[config.mk]
export PLATFORM = sky130hd
export DESIGN_NAME = alu4_slice
export DESIGN_NICKNAME = d
export VERILOG_FILES = /design/src/rtl/alu4_pkg.sv /design/src/rtl/alu4_bit_terms.sv /design/src/rtl/alu4_carry_lookahead.sv /design/src/rtl/alu4_result_stage.sv /design/src/rtl/alu4_slice.sv
export SDC_FILE = /design/constraint.sdc
export NUM_CORES = 1
export LEC_CHECK = 0
export ABC_AREA = 1
export BUFFER_PORTS_ARGS = -buffer_cell sky130_fd_sc_hd__buf_4
export CAP_MARGIN = 30
export CORE_AREA = 2 2 44 46
export DETAILED_ROUTE_END_ITERATION = 8
export DIE_AREA = 0 0 46 48
export SLEW_MARGIN = 20
export SYNTH_ARGS = -nofsm -noshare
export SYNTH_HDL_FRONTEND = slang
export SYNTH_HIERARCHICAL = 1
export SYNTH_SLANG_ARGS = --single-unit
[constraint.sdc]
create_clock -name vclk -period 1.4
set_input_delay 0.14 -clock vclk [all_inputs]
set_output_delay 0.14 -clock vclk [all_outputs]
set_load 0.02 [all_outputs]
[src/rtl/alu4_pkg.sv]
package alu4_pkg;
  localparam int unsigned SLICE_W = 4;
  localparam int unsigned SEL_W   = 4;

  typedef struct packed {
    logic [SLICE_W-1:0] x;  // per-bit propagate term (first addend)
    logic [SLICE_W-1:0] y;  // per-bit generate term (second addend)
  } bit_terms_t;
endpackage

[src/rtl/alu4_bit_terms.sv]
module alu4_bit_terms
  import alu4_pkg::*;
#(
  parameter int unsigned W = SLICE_W
) (
  input  logic [W-1:0]     a,
  input  logic [W-1:0]     b,
  input  logic [SEL_W-1:0] sel,
  output logic [W-1:0]     x,
  output logic [W-1:0]     y
);
  // sel[1:0] picks the first addend, sel[3:2] picks the second addend
  for (genvar i = 0; i < W; i++) begin : g_bit
    always_comb begin
      x[i] = a[i] | (b[i] & sel[0]) | (~b[i] & sel[1]);
      y[i] = (a[i] & ~b[i] & sel[2]) | (a[i] & b[i] & sel[3]);
    end

    // the second addend is never set where the first is clear
    always_comb begin
      p_gen_within_prop_r5: assert (!(y[i] && !x[i]))
        else $error("generate term outside propagate term at bit %0d", i);
    end
  end
endmodule

[src/rtl/alu4_carry_lookahead.sv]
module alu4_carry_lookahead
  import alu4_pkg::*;
#(
  parameter int unsigned W = SLICE_W
) (
  input  logic [W-1:0] x,
  input  logic [W-1:0] y,
  input  logic         c0,
  output logic [W:0]   carry,
  output logic         grp_gen,
  output logic         grp_prop
);
  // product of x over bit span [lo..hi]; empty span yields 1
  function automatic logic span_and(input logic [W-1:0] v, input int lo, input int hi);
    logic r;
    r = 1'b1;
    for (int k = 0; k < W; k++) begin
      if (k >= lo && k <= hi) r = r & v[k];
    end
    return r;
  endfunction

  assign carry[0] = c0;

  for (genvar i = 0; i < W; i++) begin : g_carry
    always_comb begin
      logic acc;
      acc = c0 & span_and(x, 0, i);
      for (int j = 0; j <= i; j++) begin
        acc = acc | (y[j] & span_and(x, j + 1, i));
      end
      carry[i+1] = acc;
    end

    // flat lookahead must agree with a one-bit ripple step
    always_comb begin
      p_carry_step_r4: assert (carry[i+1] == (y[i] | (x[i] & carry[i])))
        else $error("carry mismatch into bit %0d", i + 1);
    end
  end

  always_comb begin
    logic g;
    g = 1'b0;
    for (int j = 0; j < W; j++) begin
      g = g | (y[j] & span_and(x, j + 1, W - 1));
    end
    grp_gen  = g;
    grp_prop = span_and(x, 0, W - 1);
  end

  always_comb begin
    p_gen_forces_cout_r5: assert (!grp_gen || carry[W])
      else $error("group generate without carry out");
    p_prop_passes_cin_r6: assert (!(grp_prop && c0) || carry[W])
      else $error("propagated carry in lost");
  end
endmodule

[src/rtl/alu4_result_stage.sv]
module alu4_result_stage
  import alu4_pkg::*;
#(
  parameter int unsigned W = SLICE_W
) (
  input  logic [W-1:0] x,
  input  logic [W-1:0] y,
  input  logic [W-1:0] carry,
  input  logic         logic_mode,
  output logic [W-1:0] f,
  output logic         all_ones
);
  logic [W-1:0] half_sum;

  for (genvar i = 0; i < W; i++) begin : g_res
    always_comb begin
      half_sum[i] = x[i] ^ y[i];
      f[i] = logic_mode ? ~half_sum[i] : (half_sum[i] ^ carry[i]);
    end
  end

  assign all_ones = &f;
endmodule

[src/rtl/alu4_slice.sv]
module alu4_slice
  import alu4_pkg::*;
#(
  parameter int unsigned W = SLICE_W
) (
  input  logic [W-1:0]     a_i,
  input  logic [W-1:0]     b_i,
  input  logic [SEL_W-1:0] sel_i,
  input  logic             mode_i,
  input  logic             cin_n_i,
  output logic [W-1:0]     f_o,
  output logic             cout_n_o,
  output logic             gen_n_o,
  output logic             prop_n_o,
  output logic             equal_o
);
  localparam logic [SEL_W-1:0] SEL_SUB = 4'b0110;

  logic [W-1:0] x_t, y_t;
  logic [W:0]   carry_t;
  logic         gen_t, prop_t;

  alu4_bit_terms #(.W(W)) u_terms (
    .a(a_i), .b(b_i), .sel(sel_i), .x(x_t), .y(y_t)
  );

  alu4_carry_lookahead #(.W(W)) u_cla (
    .x(x_t), .y(y_t), .c0(~cin_n_i),
    .carry(carry_t), .grp_gen(gen_t), .grp_prop(prop_t)
  );

  alu4_result_stage #(.W(W)) u_res (
    .x(x_t), .y(y_t), .carry(carry_t[W-1:0]), .logic_mode(mode_i),
    .f(f_o), .all_ones(equal_o)
  );

  assign cout_n_o = ~carry_t[W];
  assign gen_n_o  = ~gen_t;
  assign prop_n_o = ~prop_t;

  always_comb begin
    if (!mode_i && sel_i == SEL_SUB && cin_n_i) begin
      p_compare_eq_r8: assert (equal_o == (a_i == b_i))
        else $error("compare equality wrong");
      p_compare_mag_r8: assert (cout_n_o == !(a_i > b_i))
        else $error("compare magnitude wrong");
    end
  end
endmodule

==> results of run 1 <==
## cell families after synthesis
logic type / count (synthesis)
simple gates: 71
buf+inv: 34
compound gates: 2
## critical path: stages
cell     delay (ps)
buf_12           90
inv_6            30
nand3_2          60
nand2_2          80
inv_2            70
nand2_2          50
a21o_1          190
nor2_1          100
nand3_1         100
nand2_2         100
nand2_2          60
nor2_4           70
buf_6           110
## cells in the final DEF, fill, tap and decap left out, types with 2 or more instances in the layout
cell type	count
nand2_1	31
buf_4	26
inv_1	24
nand3_1	12
nand2_2	10
buf_6	9
nand3_2	6
nor2_1	5
inv_2	3
nand3_4	2
nand2_4	2
## worst paths after layout
check	from	endpoint	cells after the start	slack [ps]
setup / recovery	b_i[0]	equal_o	13	-4
hold / removal	mode_i	f_o[0]	6	730
## power groups by stage
stage	Sequential [µW]	Combinational, µW	Clock, µW
5_1_grt	0	425	0
6_report	0	387	0
2_1_floorplan	0	197	0
3_5_place_dp	0	321	0
4_1_cts	0	333	0
3_3_place_gp	0	317	0
## layout make-up
cell class         instances  area, µm²
inverters                 29      116.4
fillers                  164      799.5
repair buffers            37      331.6
multi-input cells         73      420.4
well taps                 17      21.27
## repair_timing
action                     CTS  global route
pin swaps                    3            13
setup endpoints to repair    3             3
hold buffers                 0             0
gates resized for setup      9            30
gates cloned                 0             0
setup buffers                1             3
## stage by stage
stage	cell area, µm²	hold WS [ps]	power, µW
after global routing	889.6	786.9	425.2
after detailed placement	723.2	739.7	320.6
after floorplan	491.7	476.9	197.5
final	889.6	734.3	387.1
after global placement	723.2	733.9	317.4
after CTS	753.2	740.3	332.5
## per-layer routing
| layer | up-vias | global-route usage | share of wire |
|---|---|---|---|
| li1 | 382 | - | - |
| met1 | 317 | 0.1626 | 0.39 |
| met2 | 14 | 0.2333 | 0.58 |
| met3 | 0 | 0 | 0.034 |
| met4 | 0 | 0 | 0 |
| met5 | - | 0 | 0 |
==> flow_summary.yaml, run 1 <==
power_and_ir_drop:
  ir_drop_mv: 0.1538
  p_int_uw: 187.6
  seq_power_share: 0
  p_per_area_nw_per_um2: 435.1
  p_clk_frac: 0
  cellLeakagePower_uw: 0.0005425
  combPwrFrac: 1.000
  switching_share: 0.5153
  p_switching_uw: 199.5
global_route:
  grt_max_degree: 7
  track_usage: 0.1220
  overflow: 0
  antenna_found_initial: 0
  grt_pass1_wl_um: 2097
  grt_pass1_vias: 523
timing:
  setup_violations: 1
  final.period_utilization: 1.003
  setup_slack_ps: -4.257
  fin_crit_ps: 1404
  fin_tns_setup_ps: -4.257
  grt_setup_unrepaired: "true"
  slew_headroom: 0.8593
  slew_viol_final: 0
  tightest_slew_ps: 210.4
  finalHoldViolCount: 0
  fmax_mhz: 712.1
critical_path:
  crit_path_end_kind: "output pin"
  cp.required_ps: 1260
  crit_fanout: 3
  crit_type: "in2out"
  cp-start-kind: "input port"
  worstPathArrival_ps: 1260
route:
  post_drt_wl_per_cell_um: 9.032
  drt_pass1_iterations: 4
  drc: 0
  wl_um: 1409
  via_count: 713
  ant_nets: 0
  drt_iter0_drc: 4
  viasPerCell: 4.571
finish:
  antennaDiodeCount: 0
  drive_gt1_frac: 0.4604
  area_growth_pct: 89.60
  register_area_um2: 0
  n_clock_buffer: 0
  seq_cells: 0
  post_layout_nonfiller_instances: 156
  nets: 155
  postLayoutCoreUtil: 0.5267
hold_path:
  hold_path_class: "in2out"
synth:
  synth-compound-area-share: 0.03200
  synth_mux_area_frac: 0
  yosys-top-cells-area: "nand2_1, inv_1, nand3_1"
  yosys_warnings: 6
  post-synth-top-count-cell: "nand2_1"
  synth_top_area_frac: 0.3280
  synth-simple-area-share: 0.6560
  ys_seq_area_frac: 0
  avgSynthCellArea_um2: 4.385
  synth_commonest_cells: "nand2_1, inv_1, nand3_1, nor2_1, buf_4"
  synth-xor-area-share: 0
  synthDistinctLibCells: 11
  synth-adder-area-share: 0
  syn_inst: 107
  synth_nets: 121
  yosys.area.top_type: "nand2_1"
  synth_top_family_by_area: "simple AND/OR/NAND/NOR gates"
  synthesis.area_um2: 469.2
floorplanning:
  initial_core_util: 0.2778
  core_area_um2: 1689
  dieArea_um2: 2208
  num_rows: 15
  die_y_um: 48
  die_w_um: 46
  pin_count: 22
placement:
  dp_slack_ps: -72.24
  port_buffers: 22
  place.gp.congestion: 0.7685
  dp_cells: 152
  hpwl_um: 1126
status:
  violations: "setup timing"
  status: "complete, but fails checks"
run:
  drv_cap: 0
Note: power is estimated with default switching activity, not from simulation.
==> run 2, diff against run 1 <==
--- a/config.mk
+++ b/config.mk
@@ -5,12 +5,12 @@
 export SDC_FILE = /design/constraint.sdc
 export NUM_CORES = 1
 export LEC_CHECK = 0
-export ABC_AREA = 1
+export ABC_CLOCK_PERIOD_IN_PS = 1400
 export BUFFER_PORTS_ARGS = -buffer_cell sky130_fd_sc_hd__buf_4
 export CAP_MARGIN = 30
-export CORE_AREA = 2 2 44 46
+export CORE_AREA = 2 2 39 41
 export DETAILED_ROUTE_END_ITERATION = 8
-export DIE_AREA = 0 0 46 48
+export DIE_AREA = 0 0 41 43
 export SLEW_MARGIN = 20
 export SYNTH_ARGS = -nofsm -noshare
 export SYNTH_HDL_FRONTEND = slang
==> run 2 against run 1 <==
Against the previous run: the run still ends with setup timing left; die area shrank 20%; critical path type unchanged; worst hold slack gained 73 ps; via count shrank 40%; critical endpoint unchanged; cell count shrank 35%; maximum frequency shrank 26%; count of clock-buffer cells in the layout is the same.
==> flow_summary.yaml, run 2 <==
status:
  status: "complete, but fails checks"
  violations: "setup timing"
finish:
  fillers: 134
  final_common_cell: "buf_4"
  antennaDiodeCount: 0
  drive_gt1_frac: 0.6353
  postLayoutCoreUtil: 0.5561
  nets: 101
  stdcell_area_um2: 769.5
  seq_cells: 0
  area_growth_pct: 133.0
  n_clock_buffer: 0
  register_area_um2: 0
  final_cell_mix: "buf_4, buf_6, nor2b_1"
placement:
  hpwl_um: 740.6
  place_area_um2: 649.4
  place.gp.congestion: 0.6883
  port_buffers: 22
  dp_slack_ps: -566.8
global_route:
  grt_pass1_wl_um: 1317
  grt_pass1_vias: 355
  overflow: 0
  track_usage: 0.09810
  antenna_found_initial: 0
  grt_max_degree: 5
timing:
  slew_viol_final: 0
  slew_headroom: 0.7454
  tightest_slew_ps: 380.6
  fin_tns_setup_ps: -1554
  grt_setup_unrepaired: "true"
  fmax_mhz: 527.7
  setup_violations: 7
  final.period_utilization: 1.354
  finalHoldViolCount: 0
  fin_crit_ps: 1895
  hold_ws_ps: 807.6
  setup_slack_ps: -495.0
floorplanning:
  dieArea_um2: 1763
  num_rows: 14
  pin_count: 22
  core_area_um2: 1384
  die_w_um: 41
  initial_core_util: 0.2387
  die_y_um: 43
route:
  drc: 0
  drt_pass1_iterations: 1
  via_count: 431
  viasPerCell: 4.267
  post_drt_wl_per_cell_um: 9.129
  ant_nets: 0
  drt_iter0_drc: 0
  wl_um: 922
critical_path:
  worstPathArrival_ps: 1760
  crit_fanout: 2
  crit_path_end_kind: "output pin"
  path_cells: "buf_6, nor2b_4, a211o_1, a21o_1, a21oi_2, inv_2, a21o_1, nor2_4, xnor2_4, and4_4, buf_6"
  cp-start-kind: "input port"
  slowest_stage: "a211o_1"
  crit_buf_inv: 3
  cp.required_ps: 1260
  crit_type: "in2out"
  max_stage_delay_ps: 240
  crit_family: "compound AO/OA/AOI/OAI gates"
synth:
  ys_seq_area_frac: 0
  synthDistinctLibCells: 15
  synth_commonest_cells: "nor2b_1, buf_4, nor2_1"
  avgSynthCellArea_um2: 6.741
  yosys.area.top_type: "nor2b_1"
  synthesis.area_um2: 330.3
  synth_top_area_frac: 0.1515
  synth_nets: 63
  post-synth-top-count-cell: "nor2b_1"
  syn_inst: 49
  yosys-top-cells-area: "nor2b_1, mux2i_1, buf_4"
  yosys_warnings: 6
power_and_ir_drop:
  ir_drop_mv: 0.2064
  p_per_area_nw_per_um2: 557.4
  cellLeakagePower_uw: 0.0003996
run:
  drv_cap: 0
hold_path:
  hold_path_class: "in2out"
## run 2: report_power, final
group	leakage [µW]	switching [µW]	total, µW	internal, µW
Combinational	0.000400	183	429	246
Clock	0	0	0	0
Sequential	0	0	0	0
## run 2: metal layers
layer | part of all wire | wire (µm) | GRT usage | up-vias
met2 | 0.56 | 519 | 0.1875 | 15
met4 | 0 | 0 | 0 | 0
met3 | 0.051 | 47 | 0 | 0
met5 | 0 | 0 | 0 | -
met1 | 0.39 | 355 | 0.1210 | 185
li1 | - | - | - | 231
## run 2: what timing repair did
action | CTS | global route
buffers inserted | 3 | 1
endpoints found under the setup margin | 7 | 8
gates resized for setup | 17 | 7
hold buffers | 0 | 0
pin swaps | 7 | 4
## run 2: cells by family after synthesis
group,synth area share
AO/OA/AOI/OAI,0.2386
AND/OR/NAND/NOR,0.2576
multiplexers,0.1212
buffers and inverters,0.1704
XOR/XNOR,0.2121
## run 2: metrics by stage
stage	total power (µW)	cells
after CTS	423.4	102
after global placement	355.6	99
after floorplan	205.3	49
after detailed placement	358.1	99
final	428.9	101
after global routing	462.2	101
## run 2: path summary, 6_finish.rpt
path,to,from,depth (start not counted)
setup / recovery,equal_o,sel_i[1],11
hold / removal,f_o[3],mode_i,5
## run 2: final cells by class
| cell class | count | area (µm²) | share of cell area |
|---|---|---|---|
| multi-input combinational | 39 | 377.9 | 0.4911 |
| timing repair buffer | 41 | 352.8 | 0.4585 |
| tap | 16 | 20.02 | 0.02602 |
| inverter | 5 | 18.77 | 0.02439 |
